===== src/rtl/scan_pkg.sv =====
package scan_pkg;
  typedef enum logic {
    SRC_EXT = 1'b0,
    SRC_INT = 1'b1
  } tick_src_e;
endpackage


===== src/rtl/scan_osc.sv =====
module scan_osc #(
  parameter int OSC_HALF = 4,
  localparam int OW = $clog2(OSC_HALF + 1)
) (
  input  logic clk,
  input  logic rst_n,
  output logic osc_level,
  output logic osc_rise
);
  logic [OW-1:0] cnt_q, cnt_d;
  logic          lvl_q, lvl_d;
  logic          wrap;

  always_comb begin
    wrap     = (cnt_q == OW'(OSC_HALF - 1));
    cnt_d    = wrap ? '0 : cnt_q + 1'b1;
    lvl_d    = wrap ? ~lvl_q : lvl_q;
    osc_rise = wrap && !lvl_q;
  end

  always_ff @(posedge clk or negedge rst_n) begin
    if (!rst_n) begin
      cnt_q <= '0;
      lvl_q <= 1'b0;
    end else begin
      cnt_q <= cnt_d;
      lvl_q <= lvl_d;
    end
  end

  assign osc_level = lvl_q;


  osc_rise_gap_chk: assert property (@(posedge clk) disable iff (!rst_n)
    osc_rise |=> (!osc_rise && osc_level));
endmodule


===== src/rtl/scan_src_sel.sv =====
module scan_src_sel
  import scan_pkg::*;
(
  input  logic      clk,
  input  logic      rst_n,
  input  tick_src_e src,
  input  logic      osc_rise,
  input  logic      ext_clk,
  output logic      dclk_en
);
  logic s1_q, s2_q, s3_q;
  logic ext_rise;

  always_ff @(posedge clk or negedge rst_n) begin
    if (!rst_n) begin
      s1_q <= 1'b0;
      s2_q <= 1'b0;
      s3_q <= 1'b0;
    end else begin
      s1_q <= ext_clk;
      s2_q <= s1_q;
      s3_q <= s2_q;
    end
  end

  always_comb begin
    ext_rise = s2_q && !s3_q;
    dclk_en  = (src == SRC_INT) ? osc_rise : ext_rise;
  end


  ext_tick_chk: assert property (@(posedge clk) disable iff (!rst_n)
    (src == SRC_EXT && dclk_en) |-> ($past(ext_clk, 2) && !$past(ext_clk, 3)));
endmodule


===== src/rtl/scan_counter.sv =====
module scan_counter #(
  parameter int PRE_DIV = 32,
  parameter int SLOTS   = 7,
  parameter int ROWS    = 5,
  localparam int PW = $clog2(PRE_DIV),
  localparam int SW = $clog2(SLOTS),
  localparam int RW = $clog2(ROWS)
) (
  input  logic          clk,
  input  logic          rst_n,
  input  logic          dclk_en,
  output logic [PW-1:0] phase,
  output logic [SW-1:0] slot_idx,
  output logic          slot_stb,
  output logic          mux_stb,
  output logic [RW-1:0] row_idx,
  output logic          row_bank
);
  logic [PW-1:0] phase_q, phase_d;
  logic [SW-1:0] slot_q, slot_d;
  logic [RW-1:0] row_q, row_d;
  logic          bank_q, bank_d;
  logic          sstb_q, mstb_q;
  logic          slot_tc, mux_tc, row_last;

  always_comb begin
    slot_tc  = dclk_en && (phase_q == PW'(PRE_DIV - 1));
    mux_tc   = slot_tc && (slot_q == SW'(SLOTS - 1));
    row_last = (row_q == RW'(ROWS - 1));

    phase_d = phase_q;
    if (dclk_en) phase_d = slot_tc ? '0 : phase_q + 1'b1;

    slot_d = slot_q;
    if (slot_tc) slot_d = mux_tc ? '0 : slot_q + 1'b1;

    row_d  = row_q;
    bank_d = bank_q;
    if (mux_tc) begin
      row_d = row_last ? '0 : row_q + 1'b1;
      if (row_last) bank_d = ~bank_q;
    end
  end

  always_ff @(posedge clk or negedge rst_n) begin
    if (!rst_n) begin
      phase_q <= '0;
      slot_q  <= '0;
      row_q   <= '0;
      bank_q  <= 1'b0;
      sstb_q  <= 1'b0;
      mstb_q  <= 1'b0;
    end else begin
      phase_q <= phase_d;
      slot_q  <= slot_d;
      row_q   <= row_d;
      bank_q  <= bank_d;
      sstb_q  <= slot_tc;
      mstb_q  <= mux_tc;
    end
  end

  assign phase    = phase_q;
  assign slot_idx = slot_q;
  assign slot_stb = sstb_q;
  assign mux_stb  = mstb_q;
  assign row_idx  = row_q;
  assign row_bank = bank_q;


  tick_gap_chk: assert property (@(posedge clk) disable iff (!rst_n)
    dclk_en |=> !dclk_en);

  phase_wrap_chk: assert property (@(posedge clk) disable iff (!rst_n)
    (dclk_en && phase_q == PW'(PRE_DIV - 1)) |=> (phase_q == '0 && sstb_q));

  phase_hold_chk: assert property (@(posedge clk) disable iff (!rst_n)
    !dclk_en |=> ($stable(phase_q) && !sstb_q));

  mux_slot_chk: assert property (@(posedge clk) disable iff (!rst_n)
    mstb_q |-> (sstb_q && slot_q == '0));

  row_range_chk: assert property (@(posedge clk) disable iff (!rst_n)
    row_q < RW'(ROWS));

  bank_flip_chk: assert property (@(posedge clk) disable iff (!rst_n)
    ($rose(bank_q) || $fell(bank_q)) |-> (mstb_q && $past(row_q) == RW'(ROWS - 1)));
endmodule


===== src/rtl/scan_blink.sv =====
module scan_blink #(
  parameter int BLINK_DIV = 128,
  localparam int BW = $clog2(BLINK_DIV)
) (
  input  logic clk,
  input  logic rst_n,
  input  logic step,
  output logic blink
);
  logic [BW-1:0] cnt_q, cnt_d;
  logic          blink_q, blink_d;

  always_comb begin
    cnt_d = cnt_q;
    if (step) cnt_d = (cnt_q == BW'(BLINK_DIV - 1)) ? '0 : cnt_q + 1'b1;
    blink_d = (cnt_d >= BW'(BLINK_DIV / 2));
  end

  always_ff @(posedge clk or negedge rst_n) begin
    if (!rst_n) begin
      cnt_q   <= '0;
      blink_q <= 1'b0;
    end else begin
      cnt_q   <= cnt_d;
      blink_q <= blink_d;
    end
  end

  assign blink = blink_q;


  blink_edge_chk: assert property (@(posedge clk) disable iff (!rst_n)
    ($rose(blink_q) || $fell(blink_q)) |-> $past(step));
endmodule


===== src/rtl/mux_scan_timer.sv =====
module mux_scan_timer
  import scan_pkg::*;
#(
  parameter int OSC_HALF  = 4,
  parameter int PRE_DIV   = 32,
  parameter int SLOTS     = 7,
  parameter int ROWS      = 5,
  parameter int BLINK_DIV = 128,
  localparam int PW = $clog2(PRE_DIV),
  localparam int SW = $clog2(SLOTS),
  localparam int RW = $clog2(ROWS)
) (
  input  logic          clk,
  input  logic          rst_n,
  input  logic          clk_sel,
  input  logic          ext_clk,
  output logic          clk_out,
  output logic          clk_oe,
  output logic [PW-1:0] phase,
  output logic [SW-1:0] slot_idx,
  output logic          slot_strobe,
  output logic          mux_strobe,
  output logic [RW-1:0] row_idx,
  output logic          row_bank,
  output logic          blink
);
  logic      rs1_q, rs2_q;
  logic      osc_rise, dclk_en;
  tick_src_e src;

  always_ff @(posedge clk or negedge rst_n) begin
    if (!rst_n) begin
      rs1_q <= 1'b0;
      rs2_q <= 1'b0;
    end else begin
      rs1_q <= 1'b1;
      rs2_q <= rs1_q;
    end
  end

  assign src    = tick_src_e'(clk_sel);
  assign clk_oe = clk_sel;

  scan_osc #(.OSC_HALF(OSC_HALF)) osc_i (
    .clk(clk), .rst_n(rs2_q), .osc_level(clk_out), .osc_rise(osc_rise)
  );

  scan_src_sel src_i (
    .clk(clk), .rst_n(rs2_q), .src(src), .osc_rise(osc_rise),
    .ext_clk(ext_clk), .dclk_en(dclk_en)
  );

  scan_counter #(.PRE_DIV(PRE_DIV), .SLOTS(SLOTS), .ROWS(ROWS)) cnt_i (
    .clk(clk), .rst_n(rs2_q), .dclk_en(dclk_en), .phase(phase),
    .slot_idx(slot_idx), .slot_stb(slot_strobe), .mux_stb(mux_strobe),
    .row_idx(row_idx), .row_bank(row_bank)
  );

  scan_blink #(.BLINK_DIV(BLINK_DIV)) blink_i (
    .clk(clk), .rst_n(rs2_q), .step(mux_strobe), .blink(blink)
  );
endmodule


===== config.mk =====
export PLATFORM = sky130hd
export DESIGN_NAME = mux_scan_timer
export DESIGN_NICKNAME = d
export VERILOG_FILES = /design/src/rtl/scan_pkg.sv /design/src/rtl/scan_osc.sv /design/src/rtl/scan_src_sel.sv /design/src/rtl/scan_counter.sv /design/src/rtl/scan_blink.sv /design/src/rtl/mux_scan_timer.sv
export SDC_FILE = /design/constraint.sdc
export NUM_CORES = 1
export LEC_CHECK = 0
export ABC_AREA = 1
export CAP_MARGIN = 10
export CORE_ASPECT_RATIO = 0.5
export CORE_MARGIN = 1.5
export CORE_UTILIZATION = 40
export DETAILED_ROUTE_END_ITERATION = 12
export HOLD_SLACK_MARGIN = 0.08
export PLACE_DENSITY = 0.67
export SETUP_SLACK_MARGIN = 0.02
export SLEW_MARGIN = 20
export SYNTH_ARGS = -nofsm -noshare
export SYNTH_HDL_FRONTEND = slang
export SYNTH_SLANG_ARGS = --single-unit

===== constraint.sdc =====
create_clock -name clk -period 2.05 [get_ports clk]
set_clock_uncertainty 0.1 [all_clocks]
set_input_delay 0.3075 -clock clk [delete_from_list [all_inputs] [get_ports clk]]
set_output_delay 0.3075 -clock clk [all_outputs]
set_load 0.005 [all_outputs]

==> impl_metrics.yaml <==
setup_path:
  slowest_stage: "clkdlybuf4s50_1"
  path_delay_family: "buffers and inverters"
  critPathCaptureType: "output pin"
  startpoint_type: "primary input"
  crit_type: "primary input to output pin"
  crit_chain: "clkdlybuf4s50_1, clkdlybuf4s50_1"
  cp.arrival_ps: 1380
  crit_buf_inv: 2
  worstPathMaxFanout: 3
  crit_path_frequent_cell: "clkdlybuf4s50_1"
  worst_ep_required_time_ps: 1640
  cpPeakStageDelay_ps: 540
yosys:
  ys_warn_count: 0
  synth_fp_nets: 156
  synth_top_family_by_area: "simple AND/OR/NAND/NOR gates"
  synthMuxAreaShare: 0
  synth-xor-area-share: 0.0185
  syn_avg_cell_area_um2: 9.84
  yosysTopAreaCell: "dfrtp_1"
  synth_seq_area_share: 0.530
  yosys.area.top_type_share: 0.530
  ys_types: 28
  yosys.area_share.simple: 0.229
  synth-seq-cells: 30
  netlist_instances: 144
  netlist_area_um2: 1420
  synth_compound_area_frac: 0.0786
  ys_top_cells_by_area: "dfrtp_1, nand2_1, ha_1, inv_1, o21ai_0"
  synthAdderAreaFrac: 0.0706
clock_network:
  htreeDepth: 2
  post_cts_buffers: 0
  insertion_delay_ps: 280
  cts_tree: "yes"
  cts_buffer_depth: 2
  cts_sinks: 30
  cts_made_buffers: 5
  clockRootBuffer: "clkbuf_8"
  cts.clk_slew.worst_paths_ps: 60
place:
  numPortBuffers: 20
  gp_congestion: 0.730
  dpl.hpwl_um: 1690
  dpl_worst_slack_ps: 257
  dp.cells: 214
routing:
  drtPass1Iterations: 4
  totalWireLength_um: 2360
  vias_per_cell: 4.53
  drt_iter0_markers: 39
  route.detailed.drc: 0
  num_vias: 1010
  ant_nets: 0
  routedWlPerCell_um: 10.6
power_and_ir_drop:
  p_leak_uw: 0.000874
  ir_worst_vdd_mv: 0.492
  power_uw: 1590
  power_density_nw_per_um2: 898
grt:
  grt.total_usage: 0.148
  grt_pass1_vias: 946
  grt_pass1_wl_um: 4180
  antenna_found_initial: 0
  grt_max_degree: 29
  grt-ovfl-total: 0
floorplan:
  core_region_area_um2: 3420
  io-pin-count: 21
  fp.dieH_um: 45.1
  die_x_um: 87.2
  rows: 15
  dieArea_um2: 3930
  initial_utilization: 0.415
sta:
  finalCritPeriodShare: 0.872
  fin_ws_ps: 263
  final.min_clock_period_ps: 1790
  finalMaxSlewViolations: 0
  finalHoldViolCount: 0
  fmax_mhz: 560
  setup_tns_ps: 0
  grt_setup_unrepaired: "false"
  setup_viol: 0
layout:
  utilization: 0.519
  final_cells: 223
  nets: 183
  syn_to_final_growth_pct: 25.0
  drive_above_1_share: 0.0988
  diodes: 0
worst_hold_path:
  hold_class: "register to asynchronous set/reset pin"
outcome:
  status: "completed"
job:
  max_cap_viol_count: 0
## synthesized netlist by cell type, drive strengths merged
cell,number
conb,1
buf,2
nor3,3
a21o,1
nor3b,2
nand3,7
xnor2,1
nand2,29
or2,1
a21boi,1
ha,8
dfrtp,30
nor2,10
o21ai,11
xor2,2
nand3b,2
inv,22
a21oi,6
nand4,5
## power breakdown
part	internal (uW)	switching (uW)	leakage, uW
logic	203	157	0.000467
registers	666	76.5	0.000359
clock network	270	219	0.0000482
## layout make-up
class / count / area, um^2
Fill cell: 317 / 1640
Sequential cell: 30 / 751
Multi-Input combinational cell: 90 / 566
Clock buffer: 7 / 86.3
Inverter: 22 / 82.6
Tap cell: 51 / 63.8
Timing Repair Buffer: 22 / 218
Clock inverter: 1 / 5.00
## layer usage
layer / part of all wire / wire [um] / GRT usage / up-vias
li1: - / - / - / 511
met1: 0.48 / 1130 / 0.188 / 478
met2: 0.47 / 1100 / 0.219 / 17
met3: 0.043 / 102 / 0.0804 / 4
met4: 0.011 / 25 / 0.0476 / 0
met5: 0 / 0 / 0 / -
## path summary, 6_finish.rpt
check,endpoint,depth (start not counted),start,slack [ps]
setup reg to reg,cnt_i.slot_idx[0],8,cnt_i.phase[0],280
setup / recovery,clk_oe,2,clk_sel,260
min in group clk,rs2_q,0,rs1_q,260
hold / removal,cnt_i.row_idx[1],1,rs2_q,140
max in group asynchronous,rs2_q,2,rst_n,1120
hold reg to reg,cnt_i.row_idx[1],1,rs2_q,140
## repair_timing
item / 4_1_cts / 5_1_grt
resized for setup: 0 / 0
hold buffers: 1 / 0
hold endpoints to repair: 2 / 0
endpoints found under the setup margin: 0 / 0
## per-stage QoR
stage / instance area [um^2] / hold WS [ps]
after floorplan: 1420 / -88.1
after global placement: 1670 / 148
after CTS: 1770 / 162
after global routing: 1770 / 192
final: 1770 / 139
after detailed placement: 1670 / 155
## cells in the final DEF (no fill, tap or decap)
cell type	netlist	final
o21ai_0	10	10
inv_1	22	22
a21oi_4	1	1
nor3_2	1	1
nand4_4	1	1
nor3_1	2	2
a21oi_1	5	5
conb_1	1	1
nor2_8	1	1
nor2_1	9	9
clkdlybuf4s50_1	0	20
nor3b_1	1	1
ha_1	8	8
clkinv_2	0	1
nand3b_1	1	1
buf_4	1	1
o21ai_1	1	1
nand3b_2	1	1
dlygate4sd3_1	0	1
xor2_1	2	2
clkbuf_8	0	6
nand3_1	7	7
nand2_1	27	27
dfrtp_1	30	30
or2_2	1	1
clkbuf_1	0	1
a21o_1	1	1
a21boi_0	1	1
xnor2_1	1	1
nand4_1	4	4
nor3b_2	1	1
nand2_4	2	2
## cells by family (layout without fill, tap and decap cells)
logic type,count (synthesis),after routing
and+or+nand+nor,59,59
AOI/OAI and AO/OA,19,19
xor gates and xnor gates,3,3
adders and majority gates,8,8
DFF,30,30
other,1,1
buffers and inverters,24,52
No activity file was read; power rests on OpenSTA's default activity.
